File: src/rtl/acc_clamp_pkg.sv
package acc_clamp_pkg;
   // outcome of the range test on one accumulator
   typedef enum logic [1:0] {
      CLS_SAT_NEG  = 2'd0,
      CLS_SAT_POS  = 2'd1,
      CLS_PASS_NEG = 2'd2,
      CLS_PASS_POS = 2'd3
   } clamp_class_e;

   localparam logic [1:0] SEL_LOW = 2'd0;
   localparam logic [1:0] SEL_MID = 2'd1;
endpackage

File: src/rtl/acc_clamp_classify.sv
module acc_clamp_classify
   import acc_clamp_pkg::*;
#(
   parameter int SLICE_W = 16
) (
   input  logic [SLICE_W-1:0] hi_slice,
   input  logic [SLICE_W-1:0] mid_slice,
   output clamp_class_e       cls
);
   localparam logic [SLICE_W-1:0] ALL_ONES  = {SLICE_W{1'b1}};
   localparam logic [SLICE_W-1:0] ALL_ZEROS = {SLICE_W{1'b0}};

   logic hi_neg;
   logic mid_top;

   assign hi_neg  = hi_slice[SLICE_W-1];
   assign mid_top = mid_slice[SLICE_W-1];

   always_comb begin
      if (hi_neg) begin
         if (hi_slice != ALL_ONES || !mid_top) cls = CLS_SAT_NEG;
         else                                  cls = CLS_PASS_NEG;
      end else begin
         if (hi_slice != ALL_ZEROS || mid_top) cls = CLS_SAT_POS;
         else                                  cls = CLS_PASS_POS;
      end
   end
endmodule

File: src/rtl/acc_clamp_lane.sv
module acc_clamp_lane
   import acc_clamp_pkg::*;
#(
   parameter int SLICE_W = 16
) (
   input  logic [3*SLICE_W-1:0] acc,
   input  logic                 is_unsigned,
   input  logic [1:0]           sel,
   output logic [SLICE_W-1:0]   res
);
   localparam logic [SLICE_W-1:0] S_MIN = {1'b1, {(SLICE_W-1){1'b0}}};
   localparam logic [SLICE_W-1:0] S_MAX = {1'b0, {(SLICE_W-1){1'b1}}};
   localparam logic [SLICE_W-1:0] U_MIN = {SLICE_W{1'b0}};
   localparam logic [SLICE_W-1:0] U_MAX = {SLICE_W{1'b1}};

   logic [SLICE_W-1:0] hi_s, mid_s, lo_s;
   logic [SLICE_W-1:0] neg_bound, pos_bound, pass_val;
   clamp_class_e       cls;

   assign hi_s  = acc[3*SLICE_W-1:2*SLICE_W];
   assign mid_s = acc[2*SLICE_W-1:SLICE_W];
   assign lo_s  = acc[SLICE_W-1:0];

   acc_clamp_classify #(.SLICE_W(SLICE_W)) u_cls (
      .hi_slice (hi_s),
      .mid_slice(mid_s),
      .cls      (cls)
   );

   assign neg_bound = is_unsigned ? U_MIN : S_MIN;
   assign pos_bound = is_unsigned ? U_MAX : S_MAX;

   always_comb begin
      if (sel == SEL_LOW)      pass_val = lo_s;
      else if (sel == SEL_MID) pass_val = mid_s;
      // reserved selects: middle slice, except unsigned negative pass gives zero
      else if (is_unsigned && cls == CLS_PASS_NEG) pass_val = U_MIN;
      else                     pass_val = mid_s;
   end

   always_comb begin
      unique case (cls)
         CLS_SAT_NEG: res = neg_bound;
         CLS_SAT_POS: res = pos_bound;
         default:     res = pass_val;
      endcase
   end
endmodule

File: src/rtl/acc_clamp_stage.sv
module acc_clamp_stage #(
   parameter int W      = 16,
   parameter bit OUT_EN = 1'b1
) (
   input  logic         clk,
   input  logic         rst_n,
   input  logic         d_valid,
   input  logic [W-1:0] d_data,
   output logic         q_valid,
   output logic [W-1:0] q_data
);
   generate
      if (OUT_EN) begin : g_reg
         always_ff @(posedge clk or negedge rst_n) begin
            if (!rst_n) begin
               q_valid <= 1'b0;
               q_data  <= '0;
            end else begin
               q_valid <= d_valid;
               if (d_valid) q_data <= d_data;
            end
         end
      end else begin : g_wire
         assign q_valid = d_valid;
         assign q_data  = d_data;
      end
   endgenerate
endmodule

File: src/rtl/acc_clamp_vec.sv
module acc_clamp_vec #(
   parameter int LANES   = 8,
   parameter int SLICE_W = 16,
   parameter bit OUT_REG = 1'b1
) (
   input  logic                       clk,
   input  logic                       rst_n,
   input  logic                       in_valid,
   input  logic                       mode_unsigned,
   input  logic [1:0]                 slice_sel,
   input  logic [LANES*3*SLICE_W-1:0] acc_in,
   output logic                       out_valid,
   output logic [LANES*SLICE_W-1:0]   res_out
);
   localparam int ACC_W = 3 * SLICE_W;
   localparam int RES_W = LANES * SLICE_W;

   generate
      if (LANES < 1) begin : g_bad_lanes
         $error("acc_clamp_vec: LANES must be at least 1");
      end
      if (SLICE_W < 2) begin : g_bad_slice
         $error("acc_clamp_vec: SLICE_W must be at least 2");
      end
   endgenerate

   logic [RES_W-1:0] lane_res;

   generate
      for (genvar l = 0; l < LANES; l++) begin : g_lane
         acc_clamp_lane #(.SLICE_W(SLICE_W)) u_lane (
            .acc        (acc_in[l*ACC_W +: ACC_W]),
            .is_unsigned(mode_unsigned),
            .sel        (slice_sel),
            .res        (lane_res[l*SLICE_W +: SLICE_W])
         );
      end
   endgenerate

   acc_clamp_stage #(.W(RES_W), .OUT_EN(OUT_REG)) u_stage (
      .clk    (clk),
      .rst_n  (rst_n),
      .d_valid(in_valid),
      .d_data (lane_res),
      .q_valid(out_valid),
      .q_data (res_out)
   );
endmodule

File: config.mk
export PLATFORM = sky130hd
export DESIGN_NAME = acc_clamp_vec
export DESIGN_NICKNAME = d
export VERILOG_FILES = /design/src/rtl/acc_clamp_pkg.sv /design/src/rtl/acc_clamp_classify.sv /design/src/rtl/acc_clamp_lane.sv /design/src/rtl/acc_clamp_stage.sv /design/src/rtl/acc_clamp_vec.sv
export SDC_FILE = /design/constraint.sdc
export NUM_CORES = 1
export LEC_CHECK = 0
export BUFFER_PORTS_ARGS = -buffer_cell sky130_fd_sc_hd__buf_2
export CAP_MARGIN = 10
export CORE_AREA = 2 2 200 202
export DETAILED_ROUTE_END_ITERATION = 7
export DIE_AREA = 0 0 202 204
export PLACE_DENSITY = 0.5
export SLEW_MARGIN = 20
export SYNTH_ARGS = -nofsm -noshare
export SYNTH_HDL_FRONTEND = slang
export SYNTH_SLANG_ARGS = --single-unit
File: constraint.sdc
create_clock -name clk -period 1.4 [get_ports clk]
set_input_delay 0.28 -clock clk [delete_from_list [all_inputs] [get_ports clk]]
set_output_delay 0.28 -clock clk [all_outputs]
set_load 0.01 [all_outputs]
==> results.json <==
{
  "status": "finished, final reports clean",
  "gr-usage-met1": 0.202,
  "seqPwrFrac": 0.362,
  "die_x_um": 202,
  "power.total_uw": 12000,
  "crit_path_top_delay_cell": "o41a_1",
  "grt_busiest_layer": "met2",
  "wirelength_um": 35000,
  "cts_tree": "yes",
  "power_density_nw_per_um2": 980,
  "fin_setup_tns_ns": 0,
  "drv_slew": 0,
  "netlist_area_um2": 7690,
  "grt_overflow": 0,
  "fmax_mhz": 744,
  "antenna_found_initial": 2,
  "grt_pass1_wl_um": 51900,
  "synth-seq-area-share": 0.420,
  "grt_max_degree": 67,
  "stdcell_area_um2": 12200,
  "cpPeakStageDelay_ns": 0.45,
  "multi_input_area_um2": 4100,
  "period_needed_ns": 1.34,
  "htreeDepth": 4,
  "power.internal_uw": 8330,
  "min_to": "u_stage.q_data[79]",
  "clk_pin_slew_worst_paths_ns": 0.06,
  "final_common_cell": "buf_2",
  "cp_max_fo": 5,
  "dpl_cell_area_um2": 11400,
  "path_cells": "buf_8 -> nand4_1 -> buf_4 -> o41a_1 -> buf_6 -> o32ai_2 -> a31oi_1",
  "vias": 8817,
  "floorplan.rows": 73,
  "syn_nets": 1136,
  "reg2reg_setup_slack_ns": 0.32,
  "register_area_um2": 3230,
  "worstSetupPathType": "in -> reg",
  "via_per_inst": 4.79,
  "stdcell_count": 1841,
  "pin_count": 519,
  "area_growth_pct": 58.6,
  "rsz0062_at_grt": "yes",
  "ys_async_sr_fraction": 1.00,
  "antenna_left": 0,
  "use_met3": 0.0415,
  "postSynthAreaPerCell_um2": 10.3,
  "detailed_place_hpwl_um": 28200,
  "cts_made_buffers": 17,
  "insertion_delay_ns": 0.43,
  "die_h_um": 204,
  "r2r-end": "u_stage.q_data[79]",
  "critPathArrivalTime_ns": 1.66,
  "synth-edff-count": 0,
  "synth-seq-cells": 129,
  "dieArea_um2": 41200,
  "hold_depth": 2,
  "place_congestion": 0.845,
  "grt_use_met2": 0.282,
  "ys_warn_count": 0,
  "startpoint_type": "input pin",
  "start_util": 0.196,
  "yosysUniqueCellTypes": 49,
  "grt_pass1_vias": 8820,
  "drive_above_1_share": 0.531,
  "ir_drop_uv": 815,
  "dp_cells": 1801,
  "dr.pass1.iters": 7,
  "setup_viol": 0,
  "drv_cap": 0,
  "fin_nets": 1693,
  "p_comb_frac": 0.258,
  "cts.sink_count": 129,
  "p_clk_frac": 0.380,
  "worstHoldPathType": "in -> reg",
  "hp-start": "in_valid",
  "r2r_cells": 3,
  "cts_root_buffer": "clkbuf_16",
  "rr_startpoint": "u_stage.q_data[79]",
  "p_sw_uw": 3640,
  "tightest_slew_ns": 0.509,
  "clockBufferDepth": 2,
  "crit_path_end_kind": "register",
  "post-route-util": 0.312,
  "worst_ep_required_time_ns": 1.72,
  "final_cell_mix": "512 x buf_2, 129 x dfrtp_1, 105 x a22oi_1",
  "n_fill_cell": 4151,
  "grt_usage": 0.166,
  "synth_ff_type": "dfrtp_1",
  "first_iter_violations": 415,
  "p_leak_uw": 0.00539,
  "io_buffer_count": 518,
  "core_region_area_um2": 39200,
  "remaining_drc_errors": 0,
  "finClkSkew_ns": 0,
  "fin_crit_sh": 0.960,
  "hold_viol_final": 0,
  "switching_share": 0.304,
  "syn-instance-count": 746,
  "slew_headroom": 0.661,
  "wl_per_cell_um": 19.0
}
## power groups by stage
stage / combinational, uW / clock [uW] / sequential, uW
final: 3080 / 4550 / 4330
after CTS: 3070 / 4710 / 4330
after detailed placement: 3060 / 0 / 4390
after global placement: 3040 / 0 / 4380
after global routing: 3350 / 4870 / 4380
after floorplan: 1190 / 0 / 4560
## routing by layer
metal / wire length (um) / vias to the layer above
met1: 14900 / 4241
met4: 894 / 2
li1: - / 4132
met2: 16900 / 397
met5: 13 / -
met3: 2280 / 45
## cells in the mapped netlist (6+ instances only)
library cell / count / area share
buf_4: 10 / 0.0098
o211ai_2: 40 / 0.065
o41a_1: 6 / 0.0088
a22oi_1: 105 / 0.10
buf_2: 22 / 0.014
buf_6: 14 / 0.020
o22a_1: 47 / 0.053
nand3_1: 7 / 0.0046
nor2_1: 32 / 0.016
nor4_1: 32 / 0.026
o211ai_1: 35 / 0.034
dfrtp_1: 129 / 0.42
o21a_1: 79 / 0.077
a21oi_1: 22 / 0.014
clkbuf_1: 25 / 0.012
nand2_1: 37 / 0.018
nand4_1: 31 / 0.025
## how the worst max path moves through the flow
| stage | startpoint | endpoint | slack [ns] |
|---|---|---|---|
| final | acc_in[367] | u_stage.q_data[127] | 0.06 |
| after detailed placement | acc_in[367] | u_stage.q_data[117] | -0.58 |
| after global placement | acc_in[367] | u_stage.q_data[117] | -0.57 |
| after floorplan | mode_unsigned | u_stage.q_data[37] | -0.006 |
| after global routing | acc_in[368] | u_stage.q_data[123] | -0.02 |
| after CTS | acc_in[367] | u_stage.q_data[124] | 0.008 |
## cells by family (layout without fill, tap and decap cells)
group | after synthesis | in the layout | synth area share
other | 0 | 1 | 0
DFF | 129 | 129 | 0.420
muxes | 3 | 3 | 0.00390
and+or+nand+nor | 165 | 165 | 0.115
buffers and inverters | 77 | 646 | 0.0611
AOI/OAI and AO/OA | 372 | 372 | 0.400
## flip-flops by register name (all words and copies together) (netlist names)
name and count:
u_stage.q_data 128, u_stage.q_valid 1
## critical path, delay by kind of cell
kind | cells | cell delay [ns]
and+or+nand+nor | 1 | 0.15
AOI/OAI and AO/OA | 3 | 0.76
buffers and inverters | 3 | 0.47
## through the flow
step           hold slack, ns  worst slack (ns)
6_report                0.178            0.0560
5_1_grt                 0.174           -0.0224
2_1_floorplan         -0.0156          -0.00554
4_1_cts                 0.153           0.00789
3_3_place_gp            0.147            -0.574
3_5_place_dp            0.148            -0.584
## final cells by class
| type | count | area share |
|---|---|---|
| multi-input combinational | 540 | 0.335 |
| timing repair buffer | 610 | 0.297 |
| sequential | 129 | 0.264 |
| tap | 525 | 0.0538 |
| clock buffer | 22 | 0.0388 |
| clock inverter | 9 | 0.00871 |
| inverter | 5 | 0.00154 |
| antenna | 1 | 0.000205 |
## repair_timing
item / CTS / global route
setup endpoints to repair: 24 / 100
resized for setup: 3 / 15
setup buffers: 0 / 6
hold endpoints to repair: 88 / 0
hold buffers: 1 / 0
pin swaps: 2 / 3
cloned: 0 / 1
Note: power is estimated with default switching activity, not from simulation.
